File: src/rtl/pc_sequencer_pkg.sv
package pc_sequencer_pkg;

    typedef enum logic [2:0] {
        FLOW_SEQ,
        FLOW_BEQ,
        FLOW_BNE,
        FLOW_JUMP,
        FLOW_CALL,
        FLOW_REGJ
    } flow_e;

    localparam int OPC_W   = 6;
    localparam int FUNCT_W = 6;

    localparam logic [OPC_W-1:0]   OPC_SPECIAL = 6'h00;
    localparam logic [OPC_W-1:0]   OPC_JUMP    = 6'h02;
    localparam logic [OPC_W-1:0]   OPC_CALL    = 6'h03;
    localparam logic [OPC_W-1:0]   OPC_BEQ     = 6'h04;
    localparam logic [OPC_W-1:0]   OPC_BNE     = 6'h05;
    localparam logic [FUNCT_W-1:0] FN_REGJ     = 6'h08;

endpackage

File: src/rtl/pc_flow_decode.sv
module pc_flow_decode
    import pc_sequencer_pkg::*;
(
    input  logic [OPC_W-1:0]   opcode,
    input  logic [FUNCT_W-1:0] funct,
    output flow_e              kind
);

    always_comb begin
        unique case (opcode)
            OPC_SPECIAL: kind = (funct == FN_REGJ) ? FLOW_REGJ : FLOW_SEQ;
            OPC_JUMP:    kind = FLOW_JUMP;
            OPC_CALL:    kind = FLOW_CALL;
            OPC_BEQ:     kind = FLOW_BEQ;
            OPC_BNE:     kind = FLOW_BNE;
            default:     kind = FLOW_SEQ;
        endcase
    end

endmodule

File: src/rtl/pc_target_calc.sv
module pc_target_calc
    import pc_sequencer_pkg::*;
#(
    parameter int AW   = 32,
    parameter int OFFW = 16,
    parameter int JW   = 26
) (
    input  logic [AW-1:0]   pc,
    input  logic [OFFW-1:0] offset,
    input  logic [JW-1:0]   jindex,
    input  logic [AW-1:0]   reg_value,
    input  logic            zero_flag,
    input  flow_e           kind,
    output logic [AW-1:0]   seq_pc,
    output logic [AW-1:0]   next_pc
);

    localparam int EXTW   = AW - OFFW - 2;
    localparam int REGION = AW - JW - 2;

    logic [AW-1:0] branch_pc;
    logic [AW-1:0] jump_pc;

    assign seq_pc    = pc + AW'(4);
    assign branch_pc = seq_pc + {{EXTW{offset[OFFW-1]}}, offset, 2'b00};
    assign jump_pc   = {seq_pc[AW-1 -: REGION], jindex, 2'b00};

    always_comb begin
        unique case (kind)
            FLOW_SEQ:  next_pc = seq_pc;
            FLOW_BEQ:  next_pc = zero_flag ? branch_pc : seq_pc;
            FLOW_BNE:  next_pc = zero_flag ? seq_pc : branch_pc;
            FLOW_JUMP: next_pc = jump_pc;
            FLOW_CALL: next_pc = jump_pc;
            FLOW_REGJ: next_pc = reg_value;
            default:   next_pc = seq_pc;
        endcase
    end

endmodule

File: src/rtl/pc_sequencer.sv
module pc_sequencer
    import pc_sequencer_pkg::*;
#(
    parameter int          AW       = 32,
    parameter int          RIDX_W   = 5,
    parameter int          LINK_REG = 31,
    parameter logic [31:0] RESET_PC = 32'h0
) (
    input  logic              clk,
    input  logic              rst,
    input  logic [31:0]       instr,
    input  logic              zero_flag,
    input  logic [AW-1:0]     reg_value,
    output logic [AW-1:0]     pc_q,
    output logic [AW-1:0]     link_value,
    output logic              link_we,
    output logic [RIDX_W-1:0] link_addr
);

    localparam int OFFW = 16;
    localparam int JW   = 26;

    flow_e         kind;
    logic [AW-1:0] seq_pc;
    logic [AW-1:0] next_pc;

    pc_flow_decode u_decode (
        .opcode (instr[31:26]),
        .funct  (instr[5:0]),
        .kind   (kind)
    );

    pc_target_calc #(
        .AW   (AW),
        .OFFW (OFFW),
        .JW   (JW)
    ) u_target (
        .pc        (pc_q),
        .offset    (instr[OFFW-1:0]),
        .jindex    (instr[JW-1:0]),
        .reg_value (reg_value),
        .zero_flag (zero_flag),
        .kind      (kind),
        .seq_pc    (seq_pc),
        .next_pc   (next_pc)
    );

    always_ff @(posedge clk) begin
        if (rst) begin
            pc_q <= RESET_PC[AW-1:0];
        end else begin
            pc_q <= next_pc;
        end
    end

    always_comb begin
        link_value = seq_pc;
        link_addr  = RIDX_W'(LINK_REG);
        link_we    = (kind == FLOW_CALL);
    end

endmodule

File: config.mk
export PLATFORM = sky130hd
export DESIGN_NAME = pc_sequencer
export DESIGN_NICKNAME = d
export VERILOG_FILES = /design/src/rtl/pc_sequencer_pkg.sv /design/src/rtl/pc_flow_decode.sv /design/src/rtl/pc_target_calc.sv /design/src/rtl/pc_sequencer.sv
export SDC_FILE = /design/constraint.sdc
export NUM_CORES = 1
export LEC_CHECK = 0
export BUFFER_PORTS_ARGS = -buffer_cell sky130_fd_sc_hd__buf_2
export CAP_MARGIN = 20
export CORE_ASPECT_RATIO = 0.8
export CORE_UTILIZATION = 42
export DETAILED_ROUTE_END_ITERATION = 10
export PLACE_DENSITY = 0.68
export SYNTH_ARGS = -nofsm -noshare
export SYNTH_HDL_FRONTEND = slang
export SYNTH_HIERARCHICAL = 1
export SYNTH_SLANG_ARGS = --single-unit
export TNS_END_PERCENT = 1
File: constraint.sdc
create_clock -name clk -period 5.01 [get_ports clk]
set_input_delay 1.002 -clock clk [delete_from_list [all_inputs] [get_ports clk]]
set_output_delay 1.002 -clock clk [all_outputs]
set_load 0.005 [all_outputs]
==> results of run 1 <==
==> layer usage <==
metal / up-vias / global-route usage / routed length (um)
li1: 2261 / - / -
met4: 0 / 0.0910 / 422
met2: 305 / 0.420 / 6120
met3: 41 / 0.0481 / 1300
met5: - / 0 / 0
met1: 2192 / 0.406 / 6850
==> metrics by stage <==
| stage | setup slack [ns] | hold WS (ns) |
|---|---|---|
| 2_1_floorplan | 1.52 | 0.573 |
| 4_1_cts | 1.05 | 0.602 |
| 3_5_place_dp | 0.927 | 0.591 |
| 3_3_place_gp | 0.993 | 0.577 |
| 6_report | 0.933 | 0.604 |
| 5_1_grt | 0.699 | 0.638 |
==> worst min-delay path: cells and delay by family, from the launching register on <==
kind	cells	cell delay (ns)
compound gates	1	0.06
flops	1	0.33
simple gates	2	0.17
==> worst max path at each step <==
stage | startpoint | endpoint | slack [ns] | cells after the start
after floorplan | pc_q[2]$_SDFF_PP0_ | pc_q[30]$_SDFF_PP0_ | 1.52 | 15
after global placement | instr[31] | pc_q[30]$_SDFF_PP0_ | 0.99 | 10
after detailed placement | instr[31] | pc_q[4]$_SDFF_PP0_ | 0.93 | 10
after CTS | pc_q[2]$_SDFF_PP0_ | pc_q[28]$_SDFF_PP0_ | 1.05 | 14
after global routing | pc_q[2]$_SDFF_PP0_ | pc_q[30]$_SDFF_PP0_ | 0.70 | 14
final | pc_q[2]$_SDFF_PP0_ | pc_q[28]$_SDFF_PP0_ | 0.93 | 14
==> cell type report <==
type | count | share of cell area
Sequential cell | 32 | 0.127
Inverter | 21 | 0.0156
Multi-Input combinational cell | 460 | 0.652
Clock buffer | 6 | 0.0255
Clock inverter | 2 | 0.00692
Timing Repair Buffer | 137 | 0.140
Tap cell | 136 | 0.0336
==> power by group <==
| group | switching, mW | total, mW | internal (mW) |
|---|---|---|---|
| logic | 0.149 | 0.256 | 0.107 |
| registers | 0.0110 | 0.274 | 0.263 |
| clock network | 0.126 | 0.360 | 0.234 |
==> Yosys cell counts (4+ instances only) <==
master and number:
nand2_1 40, o21ai_0 40, nor2b_1 37, ha_1 35, a21oi_1 34, nor2_1 34
dfxtp_1 32, xnor2_1 30, nand3_1 23, xor2_1 22, a222oi_1 21, inv_1 21
clkbuf_1 14, buf_4 12, nand4_1 10, and3_1 7, o22ai_1 7, nor3_1 6
o221ai_1 6, a211oi_1 5, a21o_1 5, a22oi_1 5, nand2b_1 5, a21boi_0 4
a221oi_1 4, and4_1 4, buf_2 4, nor4_1 4, o21a_1 4
==> cell families (layout without fill, tap and decap cells) <==
logic type,Yosys count,after routing,share of synthesized area
adders and majority gates,36,36,0.109
other,1,5,0.000896
buffers and inverters,56,166,0.0661
AOI/OAI and AO/OA,175,175,0.312
muxes,1,1,0.00239
DFF,32,32,0.153
xor gates and xnor gates,52,52,0.109
and+or+nand+nor,191,191,0.247
==> impl_metrics.yaml, run 1 <==
layout:
  final_cells: 794
  n_antenna_cell: 0
  mostFrequentLayoutCell: "buf_2"
  final_util: 0.525
  final_cell_mix: "buf_2, nand2_1, o21ai_0, nor2b_1, ha_1"
  largest_register: "pc_q"
  largest_register_ffs: 32
  syn_to_final_growth_pct: 21.0
  n_fill_cell: 970
  design_area_mm2: 0.00506
  nets: 760
  multi_input_area_mm2: 0.00330
  seq_area_um2: 641
  drive_above_1_share: 0.257
  reg.largest.list: "pc_q x32"
clock_tree:
  cts_tree: "built"
  clock_path_buffers: 2
  root_buffer: "clkbuf_16"
  clock_sinks: 32
  cts_buffers: 5
  cts.repair.resized: 0
  cts_setup_buffers: 0
  hold_buffers: 0
  cts_max_level: 2
  insertion_delay_ns: 0.29
  clkTransAtPathRegs_ns: 0.06
detailed_routing:
  drc: 0
  vias_per_cell: 6.04
  route.detailed.wl_per_inst_um: 18.5
  drt_iter0_drc: 475
  drt-pass1-iter-count: 7
  via_count: 4799
  drt_wl_total_um: 14700
  postRouteAntennaNets: 0
sta:
  final-max-slew-violation-count: 0
  min_period_ns: 4.08
  clock-skew-final_ns: 0.00527
  fmax_ghz: 0.245
  finalSetupViolCount: 0
  finalHoldViolCount: 0
  max_slew_margin: 0.389
  worst_pin_slew_ns: 0.906
  rsz0062_at_grt: "false"
  finalCritPeriodShare: 0.814
  fin_setup_tns_ns: 0
worst_setup_path:
  path_delay_family: "simple AND/OR/NAND/NOR gates"
  timing.rr.start: "pc_q[2]$_SDFF_PP0_"
  worstPathArrival_ns: 4.22
  crit_fanout: 7
  rr_endpoint: "pc_q[28]$_SDFF_PP0_"
  criticalPathCategory: "register to register"
  cp_slowest_cell: "dfxtp_1"
  path_cells: "ha_1 -> and4_1 -> nand3_1 -> nor2_1 -> nand2_1 -> xnor2_1 -> ha_1 -> nand2_1 -> nor3_1 -> nand3_1 -> o41ai_2 -> xnor2_1 -> o21ai_1 -> nor2b_1"
  r2r_setup_slack_ns: 0.93
  crit_buf_inv: 0
  required_ns: 5.16
  cp-end-kind: "register"
  startpoint_type: "register"
  cp_slowest_stage_delay_ns: 0.45
  reg2regPathDepth: 14
floorplanning:
  core_mm2: 0.00965
  die_h_um: 91.3
  initial_utilization: 0.434
  fp.dieW_um: 114
  dieArea_mm2: 0.0104
  rows: 32
  io_pins: 137
placement:
  io_buffers: 131
  dpl_cell_area_mm2: 0.00488
  dp_hpwl_um: 11300
  dpl.cell_count: 785
  gp_congestion: 0.920
synth:
  yosys.cell_types.count: 71
  synth_enable_flop_cells: 0
  synthCells: 544
  synth.avg_cell_area_um2: 7.69
  synth_top_area_share: 0.153
  syn_area_mm2: 0.00418
  synth_flop_cell: "dfxtp_1"
  ys_seq_area_frac: 0.153
  ys_warn_count: 6
  synth-seq-cells: 32
  async_flop_share: 0
  synthTopCellsByArea: "dfxtp_1, ha_1, xnor2_1"
  synth_area_leader_cell: "dfxtp_1"
grt:
  grtUsageTotal: 0.282
  grt_pass1_vias: 4425
  antenna_found_initial: 0
  grt-ovfl-total: 0
  grt_max_degree: 33
  grt_pass1_wl_um: 23000
run:
  cap_violations: 0
power:
  power_density_mw_per_mm2: 176
  p_leak_nw: 2.31
  power_mw: 0.890
  peakVddDrop_v: 0.000128
run_status:
  status: "completed"
worst_hold_path:
  hold_path_class: "register to register"
  min_path_cells: 3
  hold_start: "pc_q[1]$_SDFF_PP0_"
  hold_end: "pc_q[1]$_SDFF_PP0_"
No activity file was read; power rests on OpenSTA's default activity.
==> run 2: changes to the inputs <==
==> constraint.sdc (replaced) <==
create_clock -name clk -period 3.9 [get_ports clk]
set_input_delay 0.78 -clock clk [delete_from_list [all_inputs] [get_ports clk]]
set_output_delay 0.78 -clock clk [all_outputs]
set_load 0.005 [all_outputs]
==> run 2 against run 1 <==
Compared with the run above: clock power up 17%; count of clock-buffer cells in the layout increased by 1; sequential cell count unchanged; register-to-register slack lost 0.78 ns; die area is the same; non-clock buffer count grew 22; critical path depth stayed put; total power rose by 25%; worst hold slack got worse by 0.013 ns; setup slack got worse by 0.78 ns; global-route usage up 0.40 points; cell count is 2.8% higher; largest cell class unchanged; largest power group unchanged.
==> impl_metrics.yaml, run 2 (synthesized netlist as in run 1, its figures left out) <==
sta:
  fmax_ghz: 0.267
  clock-skew-final_ns: 0.0105
  min_period_ns: 3.75
  finalSetupViolCount: 0
  setup_slack_ns: 0.152
  finalCritPeriodShare: 0.961
  fin_setup_tns_ns: 0
  max_slew_margin: 0.543
  final-max-slew-violation-count: 0
  finalHoldViolCount: 0
  holdWs_ns: 0.591
  worst_pin_slew_ns: 0.685
placement:
  gp_congestion: 0.949
  dp_hpwl_um: 11800
  dpl_cell_area_mm2: 0.00503
  io_buffers: 131
  dp_worst_setup_slack_ns: -0.0111
floorplanning:
  core_mm2: 0.00965
  rows: 32
  dieArea_mm2: 0.0104
  initial_utilization: 0.434
  io_pins: 137
  die_h_um: 91.3
  fp.dieW_um: 114
layout:
  design_area_mm2: 0.00530
  syn_to_final_growth_pct: 26.7
  mostFrequentLayoutCell: "buf_2"
  largest_register: "pc_q"
  reg.largest.list: "pc_q x32"
  drive_above_1_share: 0.306
  largest_register_ffs: 32
  final_util: 0.549
  n_antenna_cell: 0
  nets: 782
  n_fill_cell: 954
  final_cell_mix: "buf_2, o21ai_0, nand2_1, nor2b_1, a21oi_1"
detailed_routing:
  vias_per_cell: 5.91
  drt_iter0_drc: 452
  drc: 0
  route.detailed.wl_per_inst_um: 18.5
  via_count: 4823
  drt-pass1-iter-count: 9
  drt_wl_total_um: 15100
  postRouteAntennaNets: 0
worst_setup_path:
  crit_fanout: 5
  path_cells: "nand3_2 -> or3_4 -> nor3_2 -> nand3_1 -> xnor2_2 -> ha_1 -> a21o_1 -> a21oi_1 -> inv_1 -> a2111oi_1 -> a211oi_1 -> o21a_1 -> o31ai_1 -> nor2b_1"
  criticalPathCategory: "register to register"
  worstPathArrival_ns: 3.97
  cp-end-kind: "register"
  cp_slowest_stage_delay_ns: 0.46
  cp_slowest_cell: "or3_4"
  crit_buf_inv: 1
  path_delay_family: "compound AO/OA/AOI/OAI gates"
  required_ns: 4.12
  startpoint_type: "register"
clock_tree:
  insertion_delay_ns: 0.29
  clock_path_buffers: 2
  cts_buffers: 5
  hold_buffers: 0
  root_buffer: "clkbuf_16"
  clock_sinks: 32
  cts_max_level: 2
  clkTransAtPathRegs_ns: 0.06
  cts_tree: "built"
grt:
  grt_pass1_wl_um: 23300
  antenna_found_initial: 0
  grtUsageTotal: 0.286
  grt-ovfl-total: 0
  grt_pass1_vias: 4466
  grt_max_degree: 33
power:
  power_density_mw_per_mm2: 211
  peakVddDrop_v: 0.000130
  p_leak_nw: 2.45
run_status:
  status: "completed"
worst_hold_path:
  hold_path_class: "register to register"
run:
  cap_violations: 0
==> run 2: metrics by stage <==
step / std cells / power [mW]
6_report: 816 / 1.12
5_1_grt: 816 / 1.17
4_1_cts: 813 / 1.11
3_5_place_dp: 805 / 0.687
3_3_place_gp: 805 / 0.680
2_1_floorplan: 548 / 0.564
==> run 2: worst register-to-register path, stage by stage (launching register included) <==
cell,delay [ns]
dfxtp_1,0.41
nand3_2,0.18
or3_4,0.46
nor3_2,0.29
nand3_1,0.20
xnor2_2,0.25
ha_1,0.31
a21o_1,0.20
a21oi_1,0.21
inv_1,0.07
a2111oi_1,0.42
a211oi_1,0.12
o21a_1,0.21
o31ai_1,0.19
nor2b_1,0.15
==> run 2: report_power, final <==
group          switching, mW  internal [mW]
clock network          0.168          0.255
logic                  0.196          0.146
registers             0.0146          0.338
==> run 2: final cells by class <==
type	count	area, um^2	share of cell area
clock buffer	7	143	0.0269
timing repair buffer	159	866	0.163
sequential	32	643	0.121
multi-input combinational	460	3390	0.640
inverter	21	78.8	0.0149
tap	136	170	0.0321
clock inverter	1	7.51	0.00142
==> run 2: layer usage <==
layer	part of all wire	up-vias	GRT usage
met4	0.016	0	0.0581
met5	0	-	0
met2	0.44	264	0.462
li1	-	2304	-
met1	0.46	2235	0.400
met3	0.091	20	0.0421
==> run 2: path summary, 6_finish.rpt <==
check	startpoint	end	slack [ns]	cells past startpoint
max reg2reg	pc_q[16]$_SDFF_PP0_	pc_q[30]$_SDFF_PP0_	0.15	14
min reg2reg	pc_q[0]$_SDFF_PP0_	pc_q[0]$_SDFF_PP0_	0.59	3
min	pc_q[0]$_SDFF_PP0_	pc_q[0]$_SDFF_PP0_	0.59	3
max	pc_q[16]$_SDFF_PP0_	pc_q[30]$_SDFF_PP0_	0.15	14
==> run 2: what timing repair did <==
action                     4_1_cts  5_1_grt
buffers inserted                 0        3
pin swaps                        0        2
resized for setup                2       19
setup endpoints to repair        2       11
hold endpoints to repair         0        0
